$ cat config.mk
export PLATFORM = sky130hd
export DESIGN_NAME = mac16_unit
export DESIGN_NICKNAME = d
export VERILOG_FILES = /design/src/rtl/mac16_pkg.sv /design/src/rtl/mac16_product.sv /design/src/rtl/mac16_accum.sv /design/src/rtl/mac16_seq.sv /design/src/rtl/mac16_unit.sv
export SDC_FILE = /design/constraint.sdc
export NUM_CORES = 1
export LEC_CHECK = 0
export BUFFER_PORTS_ARGS = -buffer_cell sky130_fd_sc_hd__buf_4
export CELL_PAD_IN_SITES_DETAIL_PLACEMENT = 1
export CELL_PAD_IN_SITES_GLOBAL_PLACEMENT = 1
export CORE_MARGIN = 4
export CORE_UTILIZATION = 44
export CTS_CLUSTER_DIAMETER = 100
export DETAILED_ROUTE_END_ITERATION = 12
export PLACE_DENSITY_LB_ADDON = 0.1
export SLEW_MARGIN = 10
export SYNTH_ARGS = -nofsm -noshare
export SYNTH_HDL_FRONTEND = slang
export SYNTH_SLANG_ARGS = --single-unit
$ cat constraint.sdc
create_clock -name clk -period 9.1 [get_ports clk]
set_input_delay 0.455 -clock clk [delete_from_list [all_inputs] [get_ports clk]]
set_output_delay 0.455 -clock clk [all_outputs]
set_load 0.01 [all_outputs]
$ cat src/rtl/mac16_pkg.sv
package mac16_pkg;

    localparam int unsigned OP_W = 3;

    typedef enum logic [OP_W-1:0] {
        MOP_MULU   = 3'd0,
        MOP_MULS   = 3'd1,
        MOP_ACCLD  = 3'd2,
        MOP_ACCADD = 3'd3,
        MOP_ACCRD  = 3'd4
    } mop_e;

    // Per-operation control bundle derived from the code
    typedef struct packed {
        logic wr;     // writes a destination register
        logic flg;    // updates Z and N
        logic sgn;    // halves are two's complement
        logic ld;     // accumulator takes the product
        logic add;    // accumulator adds the product
        logic rd;     // result comes from the accumulator
    } mop_ctl_t;

    function automatic mop_ctl_t mop_decode(logic [OP_W-1:0] code);
        mop_ctl_t c;
        c = '0;
        case (code)
            MOP_MULU:   begin c.wr = 1'b1; c.flg = 1'b1; end
            MOP_MULS:   begin c.wr = 1'b1; c.flg = 1'b1; c.sgn = 1'b1; end
            MOP_ACCLD:  begin c.ld = 1'b1; c.sgn = 1'b1; end
            MOP_ACCADD: begin c.add = 1'b1; c.sgn = 1'b1; end
            MOP_ACCRD:  begin c.wr = 1'b1; c.rd = 1'b1; end
            default:    c = '0;
        endcase
        return c;
    endfunction

    // Register-writing codes take the long path
    function automatic logic mop_is_long(logic [OP_W-1:0] code);
        return (code == MOP_MULU) || (code == MOP_MULS) || (code == MOP_ACCRD);
    endfunction

endpackage

$ cat src/rtl/mac16_product.sv
module mac16_product
    import mac16_pkg::*;
#(
    parameter int unsigned DATA_W = 32,
    parameter int unsigned HALF_W = 16
) (
    input  logic [HALF_W-1:0] half_a,
    input  logic [HALF_W-1:0] half_b,
    input  logic              sgn,
    output logic [DATA_W-1:0] prod
);
    localparam int unsigned EXT_W = DATA_W - HALF_W;

    logic [HALF_W-1:0] halves [2];
    logic [DATA_W-1:0] ext    [2];

    assign halves[0] = half_a;
    assign halves[1] = half_b;

    // Widen each half; the multiply below is exact modulo 2^DATA_W
    for (genvar i = 0; i < 2; i++) begin : g_ext
        assign ext[i] = {{EXT_W{sgn & halves[i][HALF_W-1]}}, halves[i]};
    end

    assign prod = ext[0] * ext[1];

endmodule

$ cat src/rtl/mac16_accum.sv
module mac16_accum #(
    parameter int unsigned DATA_W = 32
) (
    input  logic              clk,
    input  logic              rst,
    input  logic              load_en,
    input  logic              add_en,
    input  logic [DATA_W-1:0] prod,
    output logic [DATA_W-1:0] acc_o
);
    logic [DATA_W-1:0] acc_q;

    always_ff @(posedge clk) begin
        if (rst) begin
            acc_q <= '0;
        end else if (load_en) begin
            acc_q <= prod;
        end else if (add_en) begin
            acc_q <= acc_q + prod;
        end
    end

    assign acc_o = acc_q;

endmodule

$ cat src/rtl/mac16_seq.sv
module mac16_seq
    import mac16_pkg::*;
#(
    parameter int unsigned LAT_LONG  = 3,
    parameter int unsigned LAT_SHORT = 1
) (
    input  logic            clk,
    input  logic            rst,
    input  logic            start,
    input  logic [OP_W-1:0] op,
    output logic [OP_W-1:0] op_now,
    output logic            finish_now,
    output logic            done_o
);
    localparam int unsigned CW      = $clog2(LAT_LONG + 1);
    localparam logic [CW-1:0] LONG_C  = CW'(LAT_LONG);
    localparam logic [CW-1:0] SHORT_C = CW'(LAT_SHORT);
    localparam logic [CW-1:0] ONE_C   = CW'(1);

    logic [OP_W-1:0] op_q;
    logic [CW-1:0]   cnt_q;
    logic            busy_q;
    logic            done_q;
    logic [CW-1:0]   lat_new;

    assign lat_new    = mop_is_long(op) ? LONG_C : SHORT_C;
    assign op_now     = start ? op : op_q;
    assign finish_now = (start && (lat_new == ONE_C)) ||
                        (!start && busy_q && (cnt_q == ONE_C));

    always_ff @(posedge clk) begin
        if (rst) begin
            op_q   <= '0;
            cnt_q  <= '0;
            busy_q <= 1'b0;
            done_q <= 1'b0;
        end else begin
            done_q <= finish_now;
            if (start) begin
                op_q   <= op;
                cnt_q  <= lat_new - ONE_C;
                busy_q <= (lat_new != ONE_C);
            end else if (busy_q) begin
                cnt_q <= cnt_q - ONE_C;
                if (cnt_q == ONE_C) begin
                    busy_q <= 1'b0;
                end
            end
        end
    end

    assign done_o = done_q;

endmodule

$ cat src/rtl/mac16_unit.sv
module mac16_unit
    import mac16_pkg::*;
#(
    parameter int unsigned DATA_W    = 32,
    parameter int unsigned HALF_W    = 16,
    parameter int unsigned LAT_LONG  = 3,
    parameter int unsigned LAT_SHORT = 1
) (
    input  logic              clk,
    input  logic              rst,
    input  logic              start,
    input  logic [OP_W-1:0]   op,
    input  logic [DATA_W-1:0] src_a,
    input  logic [DATA_W-1:0] src_b,
    output logic [DATA_W-1:0] result_o,
    output logic              wb_o,
    output logic              z_o,
    output logic              n_o,
    output logic              flags_we_o,
    output logic              done_o
);
    logic [HALF_W-1:0] a_q, b_q, a_now, b_now;
    logic [OP_W-1:0]   op_now;
    logic              finish_now;
    mop_ctl_t          ctl;
    logic [DATA_W-1:0] prod_w, acc_w, wval;
    logic [DATA_W-1:0] result_q;
    logic              wb_q, z_q, n_q, fwe_q;
    logic              unused_hi;

    // Only the low halves take part in any operation
    assign unused_hi = ^{src_a[DATA_W-1:HALF_W], src_b[DATA_W-1:HALF_W]};

    always_ff @(posedge clk) begin
        if (rst) begin
            a_q <= '0;
            b_q <= '0;
        end else if (start) begin
            a_q <= src_a[HALF_W-1:0];
            b_q <= src_b[HALF_W-1:0];
        end
    end

    assign a_now = start ? src_a[HALF_W-1:0] : a_q;
    assign b_now = start ? src_b[HALF_W-1:0] : b_q;

    mac16_seq #(
        .LAT_LONG  (LAT_LONG),
        .LAT_SHORT (LAT_SHORT)
    ) u_seq (
        .clk        (clk),
        .rst        (rst),
        .start      (start),
        .op         (op),
        .op_now     (op_now),
        .finish_now (finish_now),
        .done_o     (done_o)
    );

    assign ctl = mop_decode(op_now);

    mac16_product #(
        .DATA_W (DATA_W),
        .HALF_W (HALF_W)
    ) u_prod (
        .half_a (a_now),
        .half_b (b_now),
        .sgn    (ctl.sgn),
        .prod   (prod_w)
    );

    mac16_accum #(
        .DATA_W (DATA_W)
    ) u_acc (
        .clk     (clk),
        .rst     (rst),
        .load_en (finish_now & ctl.ld),
        .add_en  (finish_now & ctl.add),
        .prod    (prod_w),
        .acc_o   (acc_w)
    );

    assign wval = ctl.rd ? acc_w : prod_w;

    always_ff @(posedge clk) begin
        if (rst) begin
            result_q <= '0;
            wb_q     <= 1'b0;
            fwe_q    <= 1'b0;
            z_q      <= 1'b0;
            n_q      <= 1'b0;
        end else begin
            wb_q  <= finish_now & ctl.wr;
            fwe_q <= finish_now & ctl.flg;
            if (finish_now && ctl.wr) begin
                result_q <= wval;
            end
            if (finish_now && ctl.flg) begin
                z_q <= (wval == '0);
                n_q <= wval[DATA_W-1];
            end
        end
    end

    assign result_o   = result_q;
    assign wb_o       = wb_q;
    assign flags_we_o = fwe_q;
    assign z_o        = z_q;
    assign n_o        = n_q;

endmodule

* Yosys cells after proc, flatten, opt, wreduce, memory -nomap -nowiden *
Cells that the tools add are included.
W data, S select, Z words.

storage, ports and cells
  register bits after elaboration = 107
  latch bits = 0
  RAM bits = 0
  ROM bits = 0
  bits of input ports = 70
  memories kept = 0

cells by class
  add/sub/neg operators = 3
  multiply operators = 1
  divide/modulo/power cells = 0
  order comparisons = 0
  eq/ne operators = 9
  shifts and indexed selects = 0
  multiplexer cells = 18
  bitwise operators = 6
  reductions and logical operators = 17

operator list
  cell                   number
  $mux W32               3
  $add A32 B32 Y32       1
  $logic_not A32 Y1      1
  $mul A17 B17 Y32       1
  $mux W16               2
  $mux W1                9
  $and A1 B1 Y1          6
  $eq A3 B1 Y1 const B   2
  $eq A3 B2 Y1 const B   2
  $eq A3 B3 Y1 const B   2
  $logic_not A3 Y1       2
  $mux W2                3
  $reduce_or A3 Y1       2
  $logic_and A1 B1 Y1    5
  $eq A2 B1 Y1 const B   2
  $reduce_bool A2 Y1     2
  $sub A2 B1 Y2 const B  2
  $logic_or A1 B1 Y1     3
  $mux W3                1
  $ne A2 B1 Y1 const B   1
  $reduce_or A2 Y1       1
  $logic_not A1 Y1       1

* Logic depth before layout (Yosys ltp) *
Gate-level depths: netlist of run 1.

  word-level depth = 10
  depth in mapped cells = 38

* Cells and area by module *
From an unflattened synthesis of run 1, not the netlist that was laid out.

unflattened totals
  cell total of the unflattened synthesis = 1998
  area, all modules = 17414.2 µm²

by module, submodules not included
  module         instances  cells an instance  area an instance (µm²)  seq. area each (µm²)
  mac16_product  1          1209               10679.0                 0.0
  mac16_accum    1          442                3226.8                  640.6
  mac16_unit     1          318                3194.3                  1361.3
  mac16_seq      1          29                 314.1                   140.1

* Least setup slack after synthesis of run 1 *
No wires, ideal clock.

  path type = input to register
  start = input port start
  end = register u_acc.acc_q[31], in the netlist u_acc.acc_o[31]
  arrival time = 9520 ps
  path slack = -496 ps
  stages = 35
  cells stage by stage = buf_4 > buf_4 > clkbuf_1 > buf_1 > clkbuf_1 > mux2_2 > nand2_1 > fa_1 > inv_1 > fa_1 > inv_1 > fa_1 > inv_1 > fa_1 > inv_1 > fa_1 > inv_1 > fa_1 > ha_1 > and3_1 > a221oi_1 > o221ai_1 > a21o_1 > a21oi_1 > xnor2_1 > ha_1 > a21o_1 > a21oi_1 > or3b_1 > o211ai_1 > o21ai_1 > a311o_1 > a21oi_1 > mux2_2 > a41oi_2

on the way
  word-level cells in the longest chain between the ends = 9

RTL lines
  what                                                 line                 source
  start, declared                                      mac16_unit.sv:11     input logic start,
  $mux W3                                              -
  $eq A3 B1 Y1 / $eq A3 B2 Y1 (equally long branches)  mac16_pkg.sv:26      case (code)
  $reduce_or A3 Y1 (no line)                           -
  $mux W1                                              mac16_pkg.sv:26
  $and A1 B1 Y1                                        mac16_product.sv:22  assign ext[i] = {{EXT_W{sgn & halves[i][HALF_W-1]}}, halves[i]};
  $mul A17 B17 Y32                                     mac16_product.sv:25  assign prod = ext[0] * ext[1];
  $add A32 B32 Y32                                     mac16_accum.sv:19    acc_q <= acc_q + prod;
  $mux W32                                             mac16_accum.sv:18    end else if (add_en) begin
  $mux W32                                             mac16_accum.sv:16    end else if (load_en) begin
  end signal, assigned                                 mac16_accum.sv:17    acc_q <= prod;
  end signal, assigned                                 mac16_accum.sv:19
  end, declared                                        mac16_accum.sv:11    logic [DATA_W-1:0] acc_q;

Parallel ways exist; a longest one is shown, timed or not. The select of a mux whose other input is x is not followed.
A chain may end at the register's enable or synchronous reset.

* Worst setup path after layout of run 1 *
Ends and elaborated chain as after synthesis.

==> results of run 1 <==
[sequential cells by signal, summed over array words and instances, names as in the netlist]
register / cells
z_o: 1
flags_we_o: 1
result_o: 32
a_q: 16
n_o: 1
u_seq.busy_q: 1
u_seq.op_q: 3
u_seq.cnt_q: 2
u_seq.done_o: 1
wb_o: 1
u_acc.acc_o: 32
b_q: 16
[routing by layer]
layer	GRT usage (%)	vias to the layer above	wire (um)
li1	-	6482	-
met1	34.25	7346	22320
met2	45.74	279	26440
met3	2.808	81	1720
met4	8.050	0	1576
met5	0	-	0
[final cells by class]
cell class	instances	area (um2)	area share [%]
diodes	2	5.005	0.02637
clock buffers	10	239.0	1.259
clock inverters	6	93.84	0.4944
inverters	308	1156	6.091
multi-input cells	1439	13100	69.01
flip-flops and latches	107	2142	11.29
well taps	504	630.6	3.322
repair buffers	208	1615	8.510
[power groups by stage]
stage	combinational, W	sequential (W)	clock [W]
finish	0.00715	0.000522	0.000466
global route	0.00796	0.000526	0.000496
CTS	0.00718	0.000522	0.000478
detailed placement	0.00708	0.000532	0
global placement	0.00686	0.000531	0
floorplan	0.00473	0.000523	0
[through the flow]
| stage | hold slack, ns | total power (W) | cells | TNS, ns |
|---|---|---|---|---|
| after detailed placement | 0.4520 | 0.007616 | 2566 | -0.04816 |
| after global placement | 0.4444 | 0.007391 | 2566 | 0 |
| after floorplan | 0.4494 | 0.005258 | 1923 | 0 |
| final | 0.3574 | 0.008143 | 2584 | 0 |
| after CTS | 0.3452 | 0.008175 | 2582 | 0 |
| after global routing | 0.3770 | 0.008980 | 2584 | 0 |
[kinds of logic (layout without fill, tap and decap cells)]
| group | after synthesis | after routing | share of synthesized area (%) |
|---|---|---|---|
| DFF | 107 | 107 | 12.88 |
| xor gates and xnor gates | 58 | 58 | 3.304 |
| muxes | 66 | 66 | 4.207 |
| adders and majority gates | 401 | 401 | 42.96 |
| and+or+nand+nor | 639 | 639 | 16.13 |
| buffers and inverters | 377 | 532 | 8.617 |
| AOI/OAI and AO/OA | 275 | 275 | 11.90 |
| other | 0 | 2 | 0 |
[worst max path at each step]
stage	slack (ns)	to	cells past startpoint
2_1_floorplan	0.01	u_acc.acc_o[31]	36
3_3_place_gp	0.1	u_acc.acc_o[31]	30
3_5_place_dp	-0.05	u_acc.acc_o[31]	31
4_1_cts	0.31	u_acc.acc_o[31]	31
5_1_grt	0.07	u_acc.acc_o[31]	32
6_report	0.41	u_acc.acc_o[31]	31
[cell usage in the layout (no fill, tap or decap), types with 24 or more instances in the layout]
master      n
a21oi_1    69
fa_1      283
mux2i_1    36
xnor2_1    38
nand2_1   252
o21ai_0    47
ha_1      118
dfxtp_1   107
nor3_1     24
a311oi_1   35
buf_4     203
mux2_2     26
nor2_1    270
inv_1     308
[worst min-delay path: cells and delay by family]
| kind | cells | cell delay [ns] |
|---|---|---|
| mux | 1 | 0.09 |
| simple gates | 1 | 0.09 |
| buf+inv | 1 | 0.08 |
[what timing repair did]
action / in CTS / in global routing
endpoints found under the hold margin: 0 / 0
setup endpoints to repair: 0 / 1
resized for setup: 0 / 3
==> metrics.cfg, run 1 <==
[sta]
fin_skew_ns=0.01049
slew_viol_final=0
fmax_ghz=0.1151
period_share_pct=95.48
worst_pin_slew_ns=0.9481
setup_violations=0
worst_slack_ns=0.4110
grt_setup_unrepaired=false
hold_viol=0
min_period_ns=8.689
slew-limit-headroom_pct=36.79

[finish]
n_fill_cell=4415
area_growth_pct=14.16
final_cell_area_um2=18980
drive_above_1_share_pct=13.76
fin_nets=2544
utilization_pct=51.35

[detailed_routing]
vias_per_cell=5.491
vias=14188
drt_iter0_markers=701
totalWireLength_mm=52.06
drc=0
wl_per_cell_um=20.15
drtPass1Iterations=5
drt.antenna.violating_nets=0

[global_routing]
first_global_vias=15748
grt_start_max_net_pins=78
grt_overflow=0
antenna_found_initial=1
grt_util_all_layers_pct=26.15
grt_first_pass_wirelength_mm=85.01

[logic_synthesis]
yosysWarnings=0
synth_edf_count=0
ys_top_cells_by_area=fa_1 34%, dfxtp_1 13%, ha_1 8.9%, inv_1 7.0%, nor2_1 6.1%
yosysMostFrequentCell=inv_1
syn-num-nets=2394
avgSynthCellArea_um2=8.646
async_reset_ff_share_pct=0
yosysUniqueCellTypes=83
ys_seq_elements=107
synthFlopType=dfxtp_1
ys_seq_area_share_pct=12.88
synth_common_cells=308 x inv_1, 283 x fa_1, 271 x nor2_1
syn_inst=1923
yosysTopAreaCellShare_pct=34.08
synth.cell_area_um2=16630
synth_top_cell_by_area=fa_1

[power_and_ir_drop]
internal_power_w=0.003786
power_frac_comb_pct=87.9
seqPwrFrac_pct=6.4
p_switching_w=0.004357
pwr_density_cell_nw_per_um2=429.0
p_sw_share_pct=53.50
clkPwrFrac_pct=5.7
power_leakage_nw=8.872
ir_drop_uv=337.1

[worst_setup_path]
r2r_cells=30
r2r_start=b_q[5]
crit_path_top_delay_cell=fa_1
path_buf_inv=6
required_ns=9.43
worstSetupEndpointType=flop
critical-path-max-stage-delay_ns=0.55
crit_start=start
arrival_ns=9.01
cp_max_fo=22
crit_path_start_kind=input port
rrSetupSlack_ns=0.57
timing.critical_path.mode_cell=fa_1
crit_type=input port to flop
cp_top_family=adder cells
regToRegEndpoint=u_acc.acc_o[31]

[cts]
clk_pin_slew_ns=0.09
numCtsBuffers=9
clk_latency_ns=0.39
cts_tree=built
htree_levels=3
clockBufferDepth=2
cts_num_sinks=107
root_buffer=clkbuf_16
cts_hold_buf=0
postCtsSetupRepairBufs=0

[die]
start_util_pct=44.98
die_w_um=202.4
die_area_um2=40960
row_count=70
ios=107
core_um2=36960
die_y_um=202.4

[place]
io_buffers=74
detailed_place_hpwl_mm=42.51
globalplace.congestion=0.8724
placed_area_um2=18630
dp_slack_ns=-0.04816

[min_path]
hold_start=src_b[5]
hold_depth=3
worstHoldPathType=input port to flop
whs_endpoint=b_q[5]

[flow_run]
maxCapViolations=0

[outcome]
status=finished, final reports clean

No activity file was read; power rests on OpenSTA's default activity.
==> inputs of run 2 (changes only) <==
Settings changed: CELL_PAD_IN_SITES_DETAIL_PLACEMENT 1 to 0.
==> run 2 against run 1 <==
  * Setup slack improved by 0.076 ns
  * Final area down 0.16%
  * Total power decreased by 3.4%
  * Worst hold slack better by 0.013 ns
  * Clock power decreased by 8.2%
  * Die area unchanged
  * Critical path type unchanged
  * Largest power group unchanged
  * Highest routed layer unchanged
==> metrics.cfg, run 2 (same netlist as run 1, synthesis figures left out) <==
[outcome]
status=finished, final reports clean

[worst_setup_path]
path_buf_inv=5
required_ns=9.42
crit_type=input port to flop
rrSetupSlack_ns=0.65
arrival_ns=8.94
r2r_start=u_seq.op_q[0]
crit_path_start_kind=input port
regToRegEndpoint=u_acc.acc_o[31]
crit_path_top_delay_cell=fa_1
r2r_cells=30
cp_top_family=adder cells
critical-path-max-stage-delay_ns=0.59
timing.critical_path.mode_cell=fa_1
path_depth=30
cp_max_fo=22
worstSetupEndpointType=flop

[cts]
cts_tree=built
root_buffer=clkbuf_16
cts_num_sinks=107
clk_pin_slew_ns=0.09
clk_latency_ns=0.39
cts_resized=0
htree_levels=3
numCtsBuffers=9
postCtsSetupRepairBufs=0
clockBufferDepth=2
cts_hold_buf=0

[finish]
mostFrequentLayoutCell=inv_1
final_cell_area_um2=18950
multi_input_area_um2=13100
utilization_pct=51.27
seq_area_um2=2142
n_fill_cell=3687
fin_nets=2544
drive_above_1_share_pct=13.81
antennaDiodeCount=0
layout_common_cells=308 x inv_1, 283 x fa_1, 270 x nor2_1, 252 x nand2_1, 204 x buf_4
area_growth_pct=13.97

[detailed_routing]
drtPass1Iterations=5
totalWireLength_mm=47.07
vias=13648
wl_per_cell_um=18.23
drt_iter0_markers=663
vias_per_cell=5.286
drt.antenna.violating_nets=0
drc=0

[sta]
period_share_pct=94.65
min_period_ns=8.613
whs_ns=0.3708
setup_tns_ns=0
fin_skew_ns=0.01833
hold_viol=0
grt_setup_unrepaired=false
worst_pin_slew_ns=0.9163
slew_viol_final=0
worst_slack_ns=0.4868
fmax_ghz=0.1161
slew-limit-headroom_pct=38.91
setup_violations=0

[die]
core_um2=36960
die_w_um=202.4
start_util_pct=44.98
row_count=70
ios=107
die_area_um2=40960
die_y_um=202.4

[global_routing]
grt_start_max_net_pins=78
grt_util_all_layers_pct=23.72
grt_first_pass_wirelength_mm=76.82
grt_overflow=0
first_global_vias=14192
antenna_found_initial=0

[power_and_ir_drop]
power_leakage_nw=8.856
pwr_density_cell_nw_per_um2=415.2
ir_drop_uv=323.5

[min_path]
whs_endpoint=b_q[5]
hold_depth=3
hold_start=src_b[5]
worstHoldPathType=input port to flop

[place]
placed_area_um2=18630
dp_slack_ns=0.06748
globalplace.congestion=0.8724
io_buffers=74
detailed_place_hpwl_mm=38.60

[flow_run]
maxCapViolations=0

[run 2: where the power goes]
part | switching [W] | total, W | internal (W)
sequential | 0.0000247 | 0.000520 | 0.000496
clock | 0.000231 | 0.000428 | 0.000196
combinational | 0.00388 | 0.00692 | 0.00304
[run 2: layer usage]
layer  global-route usage [%]  wire length (um)  share of wire [%]
met5                        0                 0                  0
met4                    7.153              1414                3.0
met3                    3.112              1833                3.9
met2                    39.91             22900                 49
met1                    32.14             20930                 44
[run 2: per-stage QoR]
stage               total power, W  std cells
floorplan                 0.005258       1923
global placement          0.007391       2566
detailed placement        0.007427       2566
CTS                       0.007915       2582
global route              0.008814       2582
finish                    0.007868       2582
[run 2: final cells by class]
cell class                 instances  share of cell area, %
timing repair buffer             208                  8.504
clock buffer                       9                  1.189
inverter                         308                  6.101
multi-input combinational       1439                  69.14
tap                              504                  3.328
clock inverter                     7                 0.4358
sequential                       107                  11.30
[run 2: how the worst max path moves through the flow]
stage,from,endpoint,slack [ns]
after global placement,start,u_acc.acc_o[31],0.1
final,start,u_acc.acc_o[31],0.49
after CTS,start,u_acc.acc_o[31],0.44
after detailed placement,start,u_acc.acc_o[31],0.07
after floorplan,start,u_acc.acc_o[31],0.01
after global routing,start,u_acc.acc_o[31],0.03
[run 2: worst register-to-register path: cells and delay by family, from the launching register on]
kind	cells	cell delay, ns
AOI/OAI and AO/OA	7	1.51
xor gates and xnor gates	1	0.33
adders and majority gates	8	3.71
buffers and inverters	5	0.72
DFF	1	0.46
muxes	1	0.38
and+or+nand+nor	8	1.27
==> inputs of run 3 (changes only) <==
Settings changed: ABC_CLOCK_PERIOD_IN_PS from default to 9100, SYNTH_HIERARCHICAL from default to 1.
==> run 3 against run 2 <==
  * Sequential share of layout area about the same
  * Worst hold slack better by 0.024 ns
  * First-iteration DRC count up 6.9%
  * Final cell count down 0.43%
  * Synthesized area up 4.7%
  * Fmax up 0.68%
  * Critical path type is now flop to flop
  * Critical endpoint is now u_acc/acc_o[23]
==> metrics.cfg, run 3 <==
[cts]
cts_tree=built
clk_pin_slew_ns=0.08
cts_resized=0
cts_hold_buf=0
root_buffer=clkbuf_16
cts_num_sinks=107
numCtsBuffers=9
postCtsSetupRepairBufs=0
clk_latency_ns=0.39
htree_levels=3
clockBufferDepth=2

[outcome]
status=finished, final reports clean

[logic_synthesis]
syn_inst=1998
synth.cell_area_um2=17410
synthFlopType=dfxtp_1
yosysWarnings=6
yosysTopAreaCellShare_pct=32.53
synth_top_cell_by_area=fa_1
ys_seq_elements=107
synth_edf_count=0
ys_seq_area_share_pct=12.30
avgSynthCellArea_um2=8.716
async_reset_ff_share_pct=0
ys_top_cells_by_area=fa_1 33%, dfxtp_1 12%, ha_1 8.2%, inv_1 7.5%, and2_1 4.8%
yosysMostFrequentCell=inv_1
syn-num-nets=2465
synth_common_cells=350 x inv_1, 283 x fa_1, 221 x nand2_1
yosysUniqueCellTypes=77

[sta]
slew_viol_final=0
period_share_pct=94.01
setup_violations=0
fin_skew_ns=0.01701
hold_viol=0
setup_tns_ns=0
worst_pin_slew_ns=1.099
min_period_ns=8.555
grt_setup_unrepaired=false
fmax_ghz=0.1169
slew-limit-headroom_pct=26.56

[global_routing]
grt_start_max_net_pins=62
grt_first_pass_wirelength_mm=79.21
antenna_found_initial=0
first_global_vias=14669
grt_overflow=0
grt_util_all_layers_pct=23.61

[detailed_routing]
totalWireLength_mm=47.90
wl_per_cell_um=18.63
drt.antenna.violating_nets=0
drc=0
drt_iter0_markers=709
vias=13773
vias_per_cell=5.357
drtPass1Iterations=6

[finish]
layout_common_cells=350 x inv_1, 283 x fa_1, 221 x nand2_1, 139 x buf_4, 134 x and2_1
seq_area_um2=2142
multi_input_area_um2=13530
mostFrequentLayoutCell=inv_1
area_growth_pct=9.017
fin_nets=2515
drive_above_1_share_pct=12.18
antennaDiodeCount=0
final_cell_area_um2=18980
n_fill_cell=3903

[die]
die_w_um=206.9
die_y_um=206.9
die_area_um2=42820
core_um2=38920
row_count=72
ios=107
start_util_pct=44.75

[min_path]
hold_start=op[1]
worstHoldPathType=input port to flop

[worst_setup_path]
rrSetupSlack_ns=0.54
crit_path_top_delay_cell=fa_1
regToRegEndpoint=u_acc/acc_o[23]
crit_type=flop to flop
r2r_cells=28
required_ns=9.34
critical-path-max-stage-delay_ns=0.53
timing.critical_path.mode_cell=fa_1
crit_path_start_kind=flop
cp_max_fo=11
r2r_start=u_seq/op_q[2]
arrival_ns=8.80
worstSetupEndpointType=flop
crit_start=u_seq/op_q[2]
critical_path.endpoint=u_acc/acc_o[23]

[place]
placed_area_um2=18690
globalplace.congestion=0.8814
detailed_place_hpwl_mm=37.99
io_buffers=74

[flow_run]
maxCapViolations=0

run 3: final cells by class:
class | count | share of cell area [%]
clock buffer | 9 | 1.186
sequential | 107 | 11.28
tap | 518 | 3.414
timing repair buffer | 140 | 5.602
multi-input combinational | 1440 | 71.24
clock inverter | 7 | 0.3493
inverter | 350 | 6.920
run 3: worst min-delay path by stage:
stage,to,slack [ns],cells after the start
after floorplan,u_seq/cnt_q[0],0.49,2
after global placement,n_o,0.50,2
after detailed placement,n_o,0.50,2
after CTS,u_seq/busy_q,0.36,3
after global routing,u_seq/busy_q,0.38,3
final,u_seq/busy_q,0.39,3
run 3: logic make-up after synthesis:
| logic type | after synthesis | synth area share [%] |
|---|---|---|
| buffers and inverters | 451 | 10.14 |
| xor gates and xnor gates | 54 | 2.716 |
| AOI/OAI and AO/OA | 322 | 13.17 |
| and+or+nand+nor | 620 | 17.92 |
| adders and majority gates | 397 | 40.72 |
| muxes | 47 | 3.032 |
| DFF | 107 | 12.30 |
run 3: worst max-delay path, delay by kind of cell, from the launching register on:
kind	cells	cell delay, ns
simple gates	5	1.12
fa+ha+maj	8	3.60
mux	1	0.31
flops	1	0.31
xor+xnor	2	0.59
compound gates	8	2.02
buf+inv	4	0.45
run 3: through the flow:
stage	hold slack, ns	worst slack [ns]	std cells	utilization [%]
6_report	0.3947	0.5449	2571	48.78
5_1_grt	0.3833	0.1429	2571	48.78
4_1_cts	0.3639	0.6244	2571	48.78
3_5_place_dp	0.4954	0.2924	2555	48.03
3_3_place_gp	0.4957	0.3612	2555	48.03
2_1_floorplan	0.4908	0.5957	1998	-
run 3: metal layers:
metal / wire length, um / track usage [%] / vias to the layer above
li1: - / - / 6504
met3: 1667 / 2.921 / 40
met1: 22030 / 32.09 / 7005
met5: 0 / 0 / -
met2: 23390 / 40.70 / 224
met4: 806 / 5.241 / 0
Power of run 3 is not shown: default switching activity piles up to over one toggle a cycle in this logic, so the estimate is an artifact.
